### config.mk
export PLATFORM = sky130hd
export DESIGN_NAME = pcm_codec_ctrl
export DESIGN_NICKNAME = d
export VERILOG_FILES = /design/src/rtl/pcm_ctrl_pkg.sv /design/src/rtl/pcm_holdoff.sv /design/src/rtl/pcm_ctl_rx.sv /design/src/rtl/pcm_path.sv /design/src/rtl/pcm_codec_ctrl.sv
export SDC_FILE = /design/constraint.sdc
export NUM_CORES = 1
export LEC_CHECK = 0
export BUFFER_PORTS_ARGS = -buffer_cell sky130_fd_sc_hd__buf_2
export CORE_MARGIN = 10
export CORE_UTILIZATION = 61
export DETAILED_ROUTE_END_ITERATION = 16
export PLACE_DENSITY = 0.89
export SETUP_SLACK_MARGIN = 0.05
export SYNTH_ARGS = -nofsm -noshare
export SYNTH_HDL_FRONTEND = slang
export SYNTH_SLANG_ARGS = --single-unit
export TNS_END_PERCENT = 30
### constraint.sdc
create_clock -name clk -period 2.8 [get_ports clk]
set_clock_uncertainty 0.05 [all_clocks]
set_input_delay 0.14 -clock clk [delete_from_list [all_inputs] [get_ports clk]]
set_output_delay 0.14 -clock clk [all_outputs]
set_load 0.02 [all_outputs]
### src/rtl/pcm_ctrl_pkg.sv
package pcm_ctrl_pkg;

  typedef enum logic [1:0] {
    FN_NORMAL = 2'b00,
    FN_DIG_LB = 2'b01,
    FN_ANA_LB = 2'b10,
    FN_PWRDN  = 2'b11
  } fn_mode_e;

  // Sample presented to the decoder port for a received byte.
  function automatic logic [7:0] dec_drive(fn_mode_e m, logic [7:0] rx_byte);
    if (m == FN_NORMAL || m == FN_ANA_LB) return rx_byte;
    return 8'h00;
  endfunction

  // Byte queued for the next transmit slot. Analog loopback re-encodes the
  // decoded sample; the companding is modelled as identity.
  function automatic logic [7:0] tx_pick(fn_mode_e m, logic [7:0] rx_byte,
                                         logic [7:0] enc_byte);
    if (m == FN_NORMAL) return enc_byte;
    return rx_byte;
  endfunction

  function automatic logic mute_of(fn_mode_e m);
    return (m == FN_ANA_LB) || (m == FN_PWRDN);
  endfunction

endpackage

### src/rtl/pcm_holdoff.sv
module pcm_holdoff #(
  parameter int HOLD_CYC = 25
) (
  input  logic clk,
  input  logic rst_n,
  output logic ready_o
);
  localparam int CW = $clog2(HOLD_CYC + 1);
  localparam logic [CW-1:0] LIMIT = CW'(HOLD_CYC);

  logic [CW-1:0] cnt_q;

  always_ff @(posedge clk or negedge rst_n) begin
    if (!rst_n) cnt_q <= '0;
    else if (cnt_q != LIMIT) cnt_q <= cnt_q + 1'b1;
  end

  assign ready_o = (cnt_q == LIMIT);


  ready_sticky_chk: assert property (@(posedge clk) disable iff (!rst_n)
    ready_o |=> ready_o);

endmodule

### src/rtl/pcm_ctl_rx.sv
module pcm_ctl_rx #(
  parameter int          W     = 8,
  parameter logic [1:0]  A_RST = 2'b11,
  parameter logic [1:0]  B_RST = 2'b00
) (
  input  logic       clk,
  input  logic       rst_n,
  input  logic       ready_i,
  input  logic       ctl_en_i,
  input  logic       ctl_d_i,
  input  logic       reg_sel_i,
  output logic [1:0] fn_a_o,
  output logic [1:0] fn_b_o,
  output logic       load_a_o,
  output logic       load_b_o
);
  localparam int CW = $clog2(W + 2);
  localparam logic [CW-1:0] FULL = CW'(W);
  localparam logic [CW-1:0] OVER = CW'(W + 1);

  logic [W-1:0]  sr_q;
  logic [CW-1:0] cnt_q;
  logic          word_close;
  logic          word_ok;

  assign word_close = !ctl_en_i && (cnt_q != '0);
  assign word_ok    = word_close && (cnt_q == FULL) && ready_i;
  assign load_a_o   = word_ok && !reg_sel_i;
  assign load_b_o   = word_ok && reg_sel_i;

  always_ff @(posedge clk or negedge rst_n) begin
    if (!rst_n) begin
      sr_q  <= '0;
      cnt_q <= '0;
    end else if (ctl_en_i) begin
      sr_q <= {sr_q[W-2:0], ctl_d_i};
      if (cnt_q != OVER) cnt_q <= cnt_q + 1'b1;
    end else begin
      cnt_q <= '0;
    end
  end

  always_ff @(posedge clk or negedge rst_n) begin
    if (!rst_n) begin
      fn_a_o <= A_RST;
      fn_b_o <= B_RST;
    end else begin
      if (load_a_o) fn_a_o <= sr_q[W-1:W-2];
      if (load_b_o) fn_b_o <= sr_q[W-1:W-2];
    end
  end


  lock_a_chk: assert property (@(posedge clk) disable iff (!rst_n)
    !ready_i |=> $stable(fn_a_o) && $stable(fn_b_o));


  a_load_only_chk: assert property (@(posedge clk) disable iff (!rst_n)
    !load_a_o |=> $stable(fn_a_o));


  b_load_only_chk: assert property (@(posedge clk) disable iff (!rst_n)
    !load_b_o |=> $stable(fn_b_o));

endmodule

### src/rtl/pcm_path.sv
module pcm_path
  import pcm_ctrl_pkg::*;
#(
  parameter int W = 8
) (
  input  logic         clk,
  input  logic         rst_n,
  input  fn_mode_e     mode_i,
  input  logic         slot_i,
  input  logic         rx_i,
  input  logic [W-1:0] enc_i,
  output logic         tx_o,
  output logic         tx_oe_o,
  output logic [W-1:0] dec_o,
  output logic         dec_vld_o,
  output logic         mute_o
);
  localparam int CW = $clog2(W);
  localparam logic [CW-1:0] LAST = CW'(W - 1);

  logic [W-2:0]  rx_sr_q;
  logic [CW-1:0] rx_cnt_q;
  logic [W-1:0]  rx_byte_q;
  logic [W-1:0]  rx_next;
  logic [W-1:0]  tx_sr_q;
  logic          byte_done;
  logic          pd;

  assign pd        = (mode_i == FN_PWRDN);
  assign rx_next   = {rx_sr_q, rx_i};
  assign byte_done = slot_i && (rx_cnt_q == LAST);

  // Receive shift and byte latch
  always_ff @(posedge clk or negedge rst_n) begin
    if (!rst_n) begin
      rx_sr_q   <= '0;
      rx_cnt_q  <= '0;
      rx_byte_q <= '0;
    end else if (slot_i) begin
      rx_sr_q <= rx_next[W-2:0];
      if (byte_done) begin
        rx_byte_q <= rx_next;
        rx_cnt_q  <= '0;
      end else begin
        rx_cnt_q <= rx_cnt_q + 1'b1;
      end
    end else begin
      rx_cnt_q <= '0;
    end
  end

  // Decoder port
  always_ff @(posedge clk or negedge rst_n) begin
    if (!rst_n) begin
      dec_o     <= '0;
      dec_vld_o <= 1'b0;
    end else if (pd) begin
      dec_o     <= '0;
      dec_vld_o <= 1'b0;
    end else begin
      dec_vld_o <= byte_done;
      if (byte_done) dec_o <= dec_drive(mode_i, rx_next);
    end
  end

  // Transmit register: preloaded between slots, shifted during the slot
  always_ff @(posedge clk or negedge rst_n) begin
    if (!rst_n) tx_sr_q <= '0;
    else if (!slot_i) tx_sr_q <= tx_pick(mode_i, rx_byte_q, enc_i);
    else tx_sr_q <= {tx_sr_q[W-2:0], 1'b0};
  end

  assign tx_o    = tx_sr_q[W-1];
  assign tx_oe_o = slot_i && !pd;
  assign mute_o  = mute_of(mode_i);


  dec_strobe_src_chk: assert property (@(posedge clk) disable iff (!rst_n)
    dec_vld_o |-> $past(byte_done));


  dlb_zero_chk: assert property (@(posedge clk) disable iff (!rst_n)
    (dec_vld_o && $past(mode_i) == FN_DIG_LB) |-> (dec_o == '0));


  dlb_tx_src_chk: assert property (@(posedge clk) disable iff (!rst_n)
    (slot_i && !$past(slot_i) && mode_i == FN_DIG_LB && $past(mode_i) == FN_DIG_LB)
      |-> (tx_o == rx_byte_q[W-1]));

endmodule

### src/rtl/pcm_codec_ctrl.sv
module pcm_codec_ctrl
  import pcm_ctrl_pkg::*;
#(
  parameter int W        = 8,
  parameter int HOLD_CYC = 25
) (
  input  logic         clk,
  input  logic         rst_n,
  input  logic         ctl_en_i,
  input  logic         ctl_d_i,
  input  logic         reg_sel_i,
  input  logic         slot_i,
  input  logic         pcm_rx_i,
  output logic         pcm_tx_o,
  output logic         pcm_tx_oe_o,
  input  logic [W-1:0] enc_data_i,
  output logic [W-1:0] dec_data_o,
  output logic         dec_valid_o,
  output logic         rx_mute_o,
  output logic [1:0]   mode_o,
  output logic [1:0]   test_o
);
  logic       ready;
  logic [1:0] fn_a;
  logic [1:0] fn_b;
  logic       load_a;
  logic       load_b;
  fn_mode_e   mode_eff;

  pcm_holdoff #(.HOLD_CYC(HOLD_CYC)) u_hold (
    .clk     (clk),
    .rst_n   (rst_n),
    .ready_o (ready)
  );

  pcm_ctl_rx #(.W(W), .A_RST(2'b11), .B_RST(2'b00)) u_ctl (
    .clk       (clk),
    .rst_n     (rst_n),
    .ready_i   (ready),
    .ctl_en_i  (ctl_en_i),
    .ctl_d_i   (ctl_d_i),
    .reg_sel_i (reg_sel_i),
    .fn_a_o    (fn_a),
    .fn_b_o    (fn_b),
    .load_a_o  (load_a),
    .load_b_o  (load_b)
  );

  assign mode_eff = ready ? fn_mode_e'(fn_a) : FN_PWRDN;
  assign mode_o   = mode_eff;
  assign test_o   = fn_b;

  pcm_path #(.W(W)) u_path (
    .clk       (clk),
    .rst_n     (rst_n),
    .mode_i    (mode_eff),
    .slot_i    (slot_i),
    .rx_i      (pcm_rx_i),
    .enc_i     (enc_data_i),
    .tx_o      (pcm_tx_o),
    .tx_oe_o   (pcm_tx_oe_o),
    .dec_o     (dec_data_o),
    .dec_vld_o (dec_valid_o),
    .mute_o    (rx_mute_o)
  );


  oe_in_slot_chk: assert property (@(posedge clk) disable iff (!rst_n)
    pcm_tx_oe_o |-> slot_i);


  pd_quiet_chk: assert property (@(posedge clk) disable iff (!rst_n)
    (mode_o == 2'b11) |-> (rx_mute_o && !pcm_tx_oe_o));


  load_excl_chk: assert property (@(posedge clk) disable iff (!rst_n)
    !(load_a && load_b));

endmodule

## Yosys cells after proc, flatten, opt, wreduce, memory -nomap -nowiden

Index checks and enable logic that the tools add are counted.
W data, S select, Z words.

- Register bits after elaboration: 56
- Bits in latches: 0
- Memory bits (writable): 0
- Bits in read-only memories: 0
- Bits of input ports: 15
- Word-level logic and storage cells: 56
- Memories kept: 0

- $add $sub $neg: 3
- Multipliers: 0
- Div/mod/pow operators: 0
- Order comparisons: 0
- Equal/unequal tests: 8
- Shift operators: 0
- Muxes and demuxes: 18
- Bitwise gates (word level): 0
- Reduce and logical (&&, ||, !) cells: 16

Operators with widths:

| operator | count |
|---|---|
| $mux W8 | 7 |
| $mux W4 | 2 |
| $logic_and A1 B1 Y1 | 7 |
| $mux W1 | 6 |
| $mux W3 | 2 |
| $add A5 B1 Y5 const B | 1 |
| $eq A5 B5 Y1 const B | 1 |
| $ne A5 B5 Y1 const B | 1 |
| $add A4 B1 Y4 const B | 1 |
| $eq A2 B2 Y1 const B | 2 |
| $eq A4 B4 Y1 const B | 1 |
| $ne A4 B4 Y1 const B | 1 |
| $reduce_bool A4 Y1 | 1 |
| $add A3 B1 Y3 const B | 1 |
| $eq A3 B3 Y1 const B | 1 |
| $logic_not A1 Y1 | 3 |
| $logic_not A2 Y1 | 1 |
| $logic_or A1 B1 Y1 | 2 |
| $mux W2 | 1 |
| $ne A2 B1 Y1 const B | 1 |
| $reduce_and A2 Y1 | 1 |
| $reduce_bool A2 Y1 | 1 |

## Depth between registers and ports, before layout

Gate-level depths: netlist of the first run.

- Depth in word-level cells: 10
- Mapped depth: 7

## Cells and area by module

A second synthesis of the first run with hierarchy kept.

- Cells, all modules: 187
- Area, all modules: 2501.1 µm²

By module, submodules not included:

| module | times used | cells each | area each (µm²) | seq. area each (µm²) |
|---|---|---|---|---|
| pcm_path | 1 | 115 | 1507.7 | 875.8 |
| pcm_ctl_rx | 1 | 50 | 728.2 | 402.9 |
| pcm_holdoff | 1 | 20 | 252.7 | 125.1 |
| pcm_codec_ctrl | 1 | 2 | 12.5 | 0.0 |

## Worst setup path before layout of the first run

No wires, ideal clock.

- Path type: register to register
- Start: register u_hold.cnt_q[0]
- End: register u_ctl.fn_b_o[0]
- Library setup time: 125 ps
- Data arrival time: 1337 ps
- Data required time: 2625 ps
- Setup slack: 1288 ps
- Cell stages (with the launch flop): 6
- Buffers on the path: 1
- Period minus slack after synthesis: 1512 ps
- Path through: dfrtp_1 -> ha_1 -> and4b_1 -> buf_4 -> nand3_2 -> mux2_4

- Word-level cells in the longest chain between the ends: 3

RTL lines:

| item | RTL line | source |
|---|---|---|
| start, declared | pcm_holdoff.sv:11 | `logic [CW-1:0] cnt_q;` |
| start signal, assigned | pcm_holdoff.sv:15 | `else if (cnt_q != LIMIT) cnt_q <= cnt_q + 1'b1;` |
| $eq A5 B5 Y1 | pcm_holdoff.sv:18 | `assign ready_o = (cnt_q == LIMIT);` |
| $logic_and A1 B1 Y1 | pcm_ctl_rx.sv:27 | `assign word_ok = word_close && (cnt_q == FULL) && ready_i;` |
| $logic_and A1 B1 Y1 | pcm_ctl_rx.sv:29 | `assign load_b_o = word_ok && reg_sel_i;` |
| end signal, assigned | pcm_ctl_rx.sv:49 | `if (load_b_o) fn_b_o <= sr_q[W-1:W-2];` |
| end, declared | pcm_ctl_rx.sv:13 | `output logic [1:0] fn_b_o,` |

No other way between the ends.
A chain may end at the register's enable or synchronous reset.

## Worst setup path in the final report of the first run

- Start: register u_hold.cnt_q[1]
- End: output pcm_tx_oe_o

- Word-level cells in the longest chain between the ends: 5

RTL lines:

| item | RTL line | source |
|---|---|---|
| $eq A5 B5 Y1 | pcm_holdoff.sv:18 |  |
| $mux W2 | pcm_codec_ctrl.sv:49 | `assign mode_eff = ready ? fn_mode_e'(fn_a) : FN_PWRDN;` |
| $eq A2 B2 Y1 | pcm_path.sv:29 | `assign pd = (mode_i == FN_PWRDN);` |
| $logic_not A1 Y1 | pcm_path.sv:74 | `assign tx_oe_o = slot_i && !pd;` |
| $logic_and A1 B1 Y1 | pcm_path.sv:74 |  |
| end, declared | pcm_codec_ctrl.sv:15 | `output logic pcm_tx_oe_o,` |

No other way between the ends.

==> impl_metrics.ini, run 1 <==
[power_and_ir_drop]
power_mw = 1.51
power_density_nw_per_um2 = 538
irDropWorstVdd_v = 0.000308
power.leakage_nw = 1.37

[clock_tree]
cts_buffers = 5
cts_tree = done
cts_root_buf = clkbuf_8
cts_sinks = 56
clkTransAtPathRegs_ps = 90
cts-resized-gates = 0
worstSkewPairLatency_ps = 310
h-tree-depth = 2
cts_buffer_depth = 2
post-cts-setup-buffers = 0

[die]
start_util = 0.635
dieArea_um2 = 7190
core_um2 = 4030
die_x_um = 84.8
ioPinCount = 31
die_h_um = 84.8
row_count = 23

[status]
status = finished clean

[setup_path]
start_kind = flip-flop
worstPathArrival_ps = 2020
critPathMaxFanout = 16
end_kind = output pin
crit_type = reg -> out
critPathRequiredTime_ps = 2610

[place]
gp_congestion = 0.772
place_hpwl_um = 3340
numPortBuffers = 30
dpl.cell_count = 284
dpl_cell_area_um2 = 2710

[route]
via_per_inst = 5.67
drt_first_pass_iters = 4
drtAntennaViolNets = 0
drc_errors = 0
route.vias.total = 1656
post_drt_wl_per_cell_um = 16.5
wirelength_um = 4820
drtIter0Drc = 148

[synthesis]
ys_ff_latch = 56
ys_seq_area_frac = 0.549
synth_flop_cell = dfrtp_1
yosysUniqueCellTypes = 36
synthCells = 216
synth_area_um2 = 2560
synth_edf_count = 0
avgSynthCellArea_um2 = 11.8
syn_nets = 238
async_flop_share = 1.00
ys_warn_count = 0

[layout]
antenna_cells = 0
design_area_um2 = 2800
drive_gt1_frac = 0.244
nNetsFinal = 264
finalCoreUtilization = 0.695
syn2layout_area_growth_pct = 9.44
instances_no_fill = 292

[timing]
maxSlewViolCount = 0
finalHoldViolCount = 0
tns_ps = 0
slew-limit-headroom = 0.565
worst_pin_slew_ps = 652
finalSetupViolCount = 0
rsz0062_at_grt = no
max_clock_freq_ghz = 0.452
timing.final.crit_period_ps = 2210
period_share = 0.790

[global_route]
first_global_vias = 1664
groute.usage.overall = 0.134
grt_pass1_wl_um = 7950
grt_max_degree = 44
gr-total-overflow = 0
antenna_found_initial = 0

[run]
maxCapViolations = 0

[worst_hold_path]
holdCritPathClass = in -> reg
[kinds of logic (layout without fill, tap and decap cells)]
logic type,after synthesis,count (layout),share of synthesized area
XOR/XNOR,6,6,0.0205
AND/OR/NAND/NOR,54,54,0.137
buffers and inverters,16,42,0.0298
flip-flops,56,56,0.549
adder cells (fa/ha/maj),7,7,0.0342
AO/OA/AOI/OAI,57,57,0.139
multiplexers,20,20,0.0905
[layout by cell type (no fill, tap or decap), types with 2 or more instances in the layout]
master,netlist,final
a21oi_1,17,17
a31oi_1,7,7
nand2b_1,12,12
dfrtp_1,54,54
inv_1,3,3
mux2_4,2,2
nor2b_1,8,8
nand3_1,4,4
and3_1,9,9
o21ai_0,8,8
ha_1,7,7
nand3b_1,2,2
a21o_1,8,8
mux2_2,15,15
dfstp_2,2,2
clkbuf_1,7,2
nor2_1,4,4
buf_2,4,30
o21bai_1,8,8
xnor2_1,6,6
and2_1,2,2
mux2_1,2,2
nand2_1,4,4
and3b_1,2,2
a21boi_0,8,8
clkbuf_8,0,5
[worst paths after layout]
check / startpoint / endpoint / slack, ps / cells after the start
setup reg to reg: u_hold.cnt_q[1]$_DFFE_PN0P_ / u_ctl.fn_b_o[1]$_DFFE_PN0P_ / 830 / 5
setup / recovery: u_hold.cnt_q[1]$_DFFE_PN0P_ / pcm_tx_oe_o / 590 / 5
min in group asynchronous: rst_n / u_ctl.fn_b_o[0]$_DFFE_PN0P_ / 330 / 2
max in group asynchronous: rst_n / u_path.dec_o[3]$_DFFE_PN0P_ / 1570 / 3
hold / removal: ctl_d_i / u_ctl.sr_q[0]$_DFFE_PN0P_ / 10 / 2
hold reg to reg: u_path.rx_cnt_q[0]$_DFF_PN0_ / u_path.rx_cnt_q[0]$_DFF_PN0_ / 400 / 1
[report_power, final]
| group | internal (mW) | leakage, nW | switching [mW] |
|---|---|---|---|
| Sequential | 0.892 | 0.659 | 0.0527 |
| Combinational | 0.0842 | 0.676 | 0.0679 |
| Clock | 0.173 | 0.0383 | 0.237 |
[cell type report]
type	instances	area (um2)
sequential	56	1400
tap	50	62.6
clock buffer	7	76.3
timing repair buffer	32	168
fill	304	1230
inverter	3	11.3
multi-input combinational	144	1080
[registers in the layout, indices dropped and copies added, names as in the netlist]
register and cells:
u_path.tx_sr_q 8, u_ctl.fn_a_o 2, u_hold.cnt_q 5, u_path.rx_sr_q 7, u_path.rx_cnt_q 3, u_path.dec_vld_o 1
u_path.rx_byte_q 8, u_ctl.fn_b_o 2, u_ctl.cnt_q 4, u_ctl.sr_q 8, u_path.dec_o 8
[per-layer routing]
layer | track usage | part of all wire | vias to the layer above
met5 | 0 | 0 | -
met4 | 0.0494 | 0.019 | 0
met1 | 0.165 | 0.46 | 815
met2 | 0.213 | 0.48 | 26
li1 | - | - | 804
met3 | 0.0454 | 0.046 | 11
[metrics by stage]
step / hold WS, ps / setup slack [ps]
after floorplan: -206 / 1290
after global placement: 134 / 961
after detailed placement: 143 / 843
after CTS: 7.97 / 587
after global routing: 7.38 / 481
final: 13.7 / 588
[critical path: stages (launching register included)]
cell and delay (ps):
dfrtp_1 410, inv_1 80, ha_1 180, and4b_1 600, and3_1 270, buf_2 170
[synthesized netlist by cell type, types with 6 or more instances]
cell	n	area share
a21boi_0	8	0.023
a21o_1	8	0.023
a21oi_1	17	0.033
a31oi_1	7	0.017
and3_1	9	0.022
clkbuf_1	7	0.010
dfrtp_1	54	0.53
ha_1	7	0.034
mux2_2	15	0.066
nand2b_1	12	0.029
nor2b_1	8	0.020
o21ai_0	8	0.016
o21bai_1	8	0.023
xnor2_1	6	0.021
[timing repair]
| item | in CTS | in global routing |
|---|---|---|
| hold buffers | 1 | 0 |
| setup endpoints to repair | 0 | 0 |
| endpoints found under the hold margin | 25 | 0 |
Note: power is estimated with default switching activity, not from simulation.
==> run 2, diff against run 1 <==
- CORE_UTILIZATION: 61 -> 52
- PLACE_DENSITY: 0.89 -> 0.81
- clock period: 2.8 -> 1.84 ns (I/O delays scaled with it)
==> run 2 against run 1 <==
  * Sequential cell count unchanged
  * First-iteration DRC count shrank 39%
  * Clock power rose by 93%
  * Critical endpoint is now mode_o[1]
  * Highest routed layer unchanged
==> impl_metrics.ini, run 2 (synthesis results as in run 1) <==
[status]
status = finished clean

[route]
drc_errors = 0
route.vias.total = 1722
drt_first_pass_iters = 4
via_per_inst = 5.30
wirelength_um = 4940
post_drt_wl_per_cell_um = 15.2
drtAntennaViolNets = 0
drtIter0Drc = 91

[setup_path]
reg2reg_from = u_hold.cnt_q[1]$_DFFE_PN0P_
cp-endpoint = mode_o[1]
critPathRequiredTime_ps = 1700
path_buf_inv = 3
crit_type = reg -> out
cpPeakStageDelay_ps = 420
crit_family = flip-flops
cp.depth = 6
crit_path_top_delay_cell = dfrtp_1
ff2ff_setup_slack_ps = 190
critPathMaxFanout = 4
crit_path_start = u_hold.cnt_q[1]$_DFFE_PN0P_
reg2regPathDepth = 6
start_kind = flip-flop
r2r_end = u_ctl.fn_b_o[0]$_DFFE_PN0P_
worstPathArrival_ps = 1600
cp_cell_sequence = inv_1 > ha_2 > and4b_2 > buf_6 > nand2b_1 > buf_4
end_kind = output pin

[die]
row_count = 25
die_x_um = 90.1
core_um2 = 4750
start_util = 0.538
die_h_um = 90.1
ioPinCount = 31
dieArea_um2 = 8130

[global_route]
grt_pass1_wl_um = 8470
antenna_found_initial = 0
groute.usage.overall = 0.125
gr-total-overflow = 0
first_global_vias = 1685
grt_max_degree = 30

[layout]
nNetsFinal = 279
n_fill_cell = 379
drive_gt1_frac = 0.298
finalCoreUtilization = 0.632
antenna_cells = 0
layout_commonest_cell = dfrtp_1
syn2layout_area_growth_pct = 17.5
final_cell_mix = dfrtp_1, buf_2, a21oi_1
design_area_um2 = 3010

[timing]
slew-limit-headroom = 0.640
period_share = 0.947
tns_ps = 0
timing.final.crit_period_ps = 1740
hold_ws_ps = 32.4
finalHoldViolCount = 0
rsz0062_at_grt = yes
finalSetupViolCount = 0
max_clock_freq_ghz = 0.574
maxSlewViolCount = 0
worst_pin_slew_ps = 540

[clock_tree]
cts_tree = done
cts_sinks = 56
cts_root_buf = clkbuf_8
h-tree-depth = 2
cts_buffer_depth = 2
cts_buffers = 5
worstSkewPairLatency_ps = 310
clkTransAtPathRegs_ps = 90

[place]
place_hpwl_um = 3470
gp_congestion = 0.730
dpl_cell_area_um2 = 2800
numPortBuffers = 30

[worst_hold_path]
holdCritPathClass = in -> reg
holdPathStages = 3

[power_and_ir_drop]
power.leakage_nw = 1.46
power_density_nw_per_um2 = 821
irDropWorstVdd_v = 0.000516

[run]
maxCapViolations = 0
-- run 2: changes by cell type in the layout (fill, tap and decap cells not counted), moves of 2 or more --
cell,delta
buf_2,-4
buf_4,+13
buf_6,+3
clkbuf_1,-2
dlygate4sd3_1,+3
-- run 2: worst min-delay path, cell delays in order --
cell	delay [ps]
buf_2	80
a31oi_1	60
a21oi_1	130
-- run 2: repair_timing --
item,in CTS,in global routing
hold buffers,4,0
buffers inserted,3,1
setup endpoints to repair,4,4
cloned,0,0
hold endpoints to repair,26,0
resized for setup,1,9
-- run 2: how the worst min path moves through the flow --
stage | from | slack [ps] | endpoint
after floorplan | rst_n | -250 | u_ctl.cnt_q[0]$_DFFE_PN0P_
after global placement | rst_n | 60 | u_ctl.sr_q[0]$_DFFE_PN0P_
after detailed placement | rst_n | 50 | u_ctl.sr_q[2]$_DFFE_PN0P_
after CTS | enc_data_i[7] | 30 | u_path.tx_sr_q[7]$_DFF_PN0_
after global routing | enc_data_i[2] | 50 | u_path.tx_sr_q[2]$_DFF_PN0_
final | enc_data_i[7] | 30 | u_path.tx_sr_q[7]$_DFF_PN0_
-- run 2: layout make-up --
| class | instances | area, um2 | area share |
|---|---|---|---|
| Clock buffer | 5 | 68.8 | 0.0229 |
| Multi-Input combinational cell | 144 | 1090 | 0.362 |
| Inverter | 3 | 11.3 | 0.00375 |
| Timing Repair Buffer | 47 | 309 | 0.103 |
| Clock inverter | 3 | 42.5 | 0.0141 |
| Tap cell | 67 | 83.8 | 0.0279 |
| Sequential cell | 56 | 1400 | 0.467 |
-- run 2: through the flow --
| step | power, mW | instances | setup WS, ps |
|---|---|---|---|
| finish | 2.47 | 325 | 98.0 |
| global route | 2.60 | 325 | 29.0 |
| CTS | 2.49 | 324 | 61.4 |
| detailed placement | 1.70 | 309 | 224 |
| global placement | 1.68 | 309 | 289 |
| floorplan | 1.60 | 216 | 328 |
-- run 2: power by group --
| part | internal, mW | switching [mW] | total (mW) |
|---|---|---|---|
| sequential | 1.36 | 0.0759 | 1.43 |
| combinational | 0.139 | 0.106 | 0.245 |
| clock | 0.403 | 0.386 | 0.788 |
| total | 1.90 | 0.568 | 2.47 |
-- run 2: routing by layer --
metal	track usage	routed length [um]	vias to the layer above
met5	0	0	-
met3	0.0274	163	7
met1	0.162	2360	838
li1	-	-	845
met2	0.200	2350	32
met4	0.0491	72	0
==> run 3, diff against run 2 <==
- CORE_UTILIZATION: 52 -> 45
- PLACE_DENSITY: 0.81 -> 0.73
==> run 3 against run 2 <==
  * Critical path depth unchanged
  * Utilization down 9.8 points
  * Worst setup slack worse by 17 ps
  * Non-clock buffer count down 6
  * Fmax down 0.99%
==> impl_metrics.ini, run 3 (synthesis results as in run 1) <==
[layout]
nNetsFinal = 273
antenna_cells = 0
finalCoreUtilization = 0.535
instances_no_fill = 324
layout_commonest_cell = dfrtp_1
design_area_um2 = 2940
drive_gt1_frac = 0.270
final_cell_mix = dfrtp_1, buf_2, a21oi_1
n_fill_cell = 514
syn2layout_area_growth_pct = 15.1

[place]
place_hpwl_um = 3330
dpl_cell_area_um2 = 2780
gp_congestion = 0.739
numPortBuffers = 30
dpl.cell_count = 309

[setup_path]
critPathMaxFanout = 6
cpPeakStageDelay_ps = 420
crit_path_top_delay_cell = dfrtp_1
cp_common_cell = buf_6
crit_type = reg -> out
worstPathArrival_ps = 1620
end_kind = output pin
cp_cell_sequence = inv_1 > ha_2 > and4b_1 > buf_6 > and3_1 > buf_6
critPathRequiredTime_ps = 1700
start_kind = flip-flop

[power_and_ir_drop]
p_comb_frac = 0.104
p_sw_frac = 0.230
power.leakage_nw = 1.42
power_density_nw_per_um2 = 795
p_clk_frac = 0.286
irDropWorstVdd_v = 0.000351
p_int_mw = 1.80
power_mw = 2.34
pwr-share-seq = 0.611
p_switching_mw = 0.538

[clock_tree]
cts_sinks = 56
cts_buffer_depth = 2
h-tree-depth = 2
worstSkewPairLatency_ps = 300
clkTransAtPathRegs_ps = 90
cts_buffers = 5
cts_tree = done
cts_root_buf = clkbuf_8

[route]
drtAntennaViolNets = 0
drt-met1-wl_um = 2240
drtIter0Drc = 47
wl_met3_um = 223
route.vias.total = 1726
wl_met2_um = 2260
post_drt_wl_per_cell_um = 14.7
wirelength_um = 4780
drc_errors = 0
top_layer = met4
via_per_inst = 5.33
drt_first_pass_iters = 4

[timing]
timing.final.crit_period_ps = 1760
finalSetupViolCount = 0
tns_ps = 0
slew-limit-headroom = 0.642
period_share = 0.956
max_clock_freq_ghz = 0.568
finalHoldViolCount = 0
rsz0062_at_grt = yes
maxSlewViolCount = 0
worst_pin_slew_ps = 536

[global_route]
first_global_vias = 1714
antenna_found_initial = 0
grt_pass1_wl_um = 8240
groute.usage.overall = 0.112
gr-total-overflow = 0
grt_max_degree = 34

[die]
dieArea_um2 = 9100
ioPinCount = 31
start_util = 0.465
die_h_um = 95.4
die_x_um = 95.4
core_um2 = 5510
row_count = 27

[status]
status = finished clean

[worst_hold_path]
holdCritPathClass = in -> reg

[run]
maxCapViolations = 0
[run 3: cell types whose count changed in the layout (fill, tap and decap cells not counted), sizes merged]
| cell | change |
|---|---|
| buf | -6 |
| clkbuf | +3 |
| bufinv | -1 |
| clkinv | -1 |
| clkinvlp | -1 |
[run 3: worst paths after layout]
check,start,endpoint,slack (ps),cells after the start
max in group asynchronous,rst_n,u_ctl.fn_a_o[0]$_DFFE_PN1P_,860,3
hold / removal,enc_data_i[6],u_path.tx_sr_q[6]$_DFF_PN0_,40,3
min in group asynchronous,rst_n,u_ctl.fn_b_o[1]$_DFFE_PN0P_,260,2
setup reg to reg,u_hold.cnt_q[1]$_DFFE_PN0P_,u_ctl.fn_b_o[0]$_DFFE_PN0P_,240,6
setup / recovery,u_hold.cnt_q[1]$_DFFE_PN0P_,pcm_tx_oe_o,80,6
hold reg to reg,u_path.rx_cnt_q[0]$_DFF_PN0_,u_path.rx_cnt_q[0]$_DFF_PN0_,390,1
[run 3: power by group through the flow]
stage | combinational (mW) | clock [mW] | sequential, mW
5_1_grt | 0.274 | 0.743 | 1.45
3_5_place_dp | 0.239 | 0 | 1.46
3_3_place_gp | 0.231 | 0 | 1.45
2_1_floorplan | 0.164 | 0 | 1.43
6_report | 0.243 | 0.669 | 1.43
4_1_cts | 0.246 | 0.700 | 1.43
[run 3: worst max-delay path: cells and delay by family, from the launching register on]
family,cells,cell delay [ps]
adders and majority gates,1,170
buffers and inverters,3,320
DFF,1,420
and+or+nand+nor,2,400
[run 3: area by class of cell]
class | instances | area [um2] | area share
sequential | 56 | 1400 | 0.477
timing repair buffer | 41 | 265 | 0.0901
tap | 72 | 90.1 | 0.0306
clock buffer | 8 | 90.1 | 0.0306
multi-input combinational | 144 | 1080 | 0.368
inverter | 3 | 11.3 | 0.00382
[run 3: what timing repair did]
action / 4_1_cts / 5_1_grt
hold buffers: 4 / 0
endpoints found under the hold margin: 26 / 0
setup endpoints to repair: 4 / 19
buffers inserted: 3 / 0
gates resized for setup: 1 / 4
gates cloned: 0 / 0
[run 3: per-layer routing]
| metal | global-route usage | vias up |
|---|---|---|
| met4 | 0.0442 | 0 |
| met1 | 0.144 | 875 |
| met5 | 0 | - |
| met3 | 0.0299 | 4 |
| met2 | 0.177 | 24 |
| li1 | - | 823 |
[run 3: through the flow]
stage	setup WS (ps)	hold slack (ps)
final	80.7	42.8
after global routing	-9.42	56.8
after CTS	63.2	35.8
after detailed placement	121	58.3
after global placement	162	61.4
after floorplan	328	-254
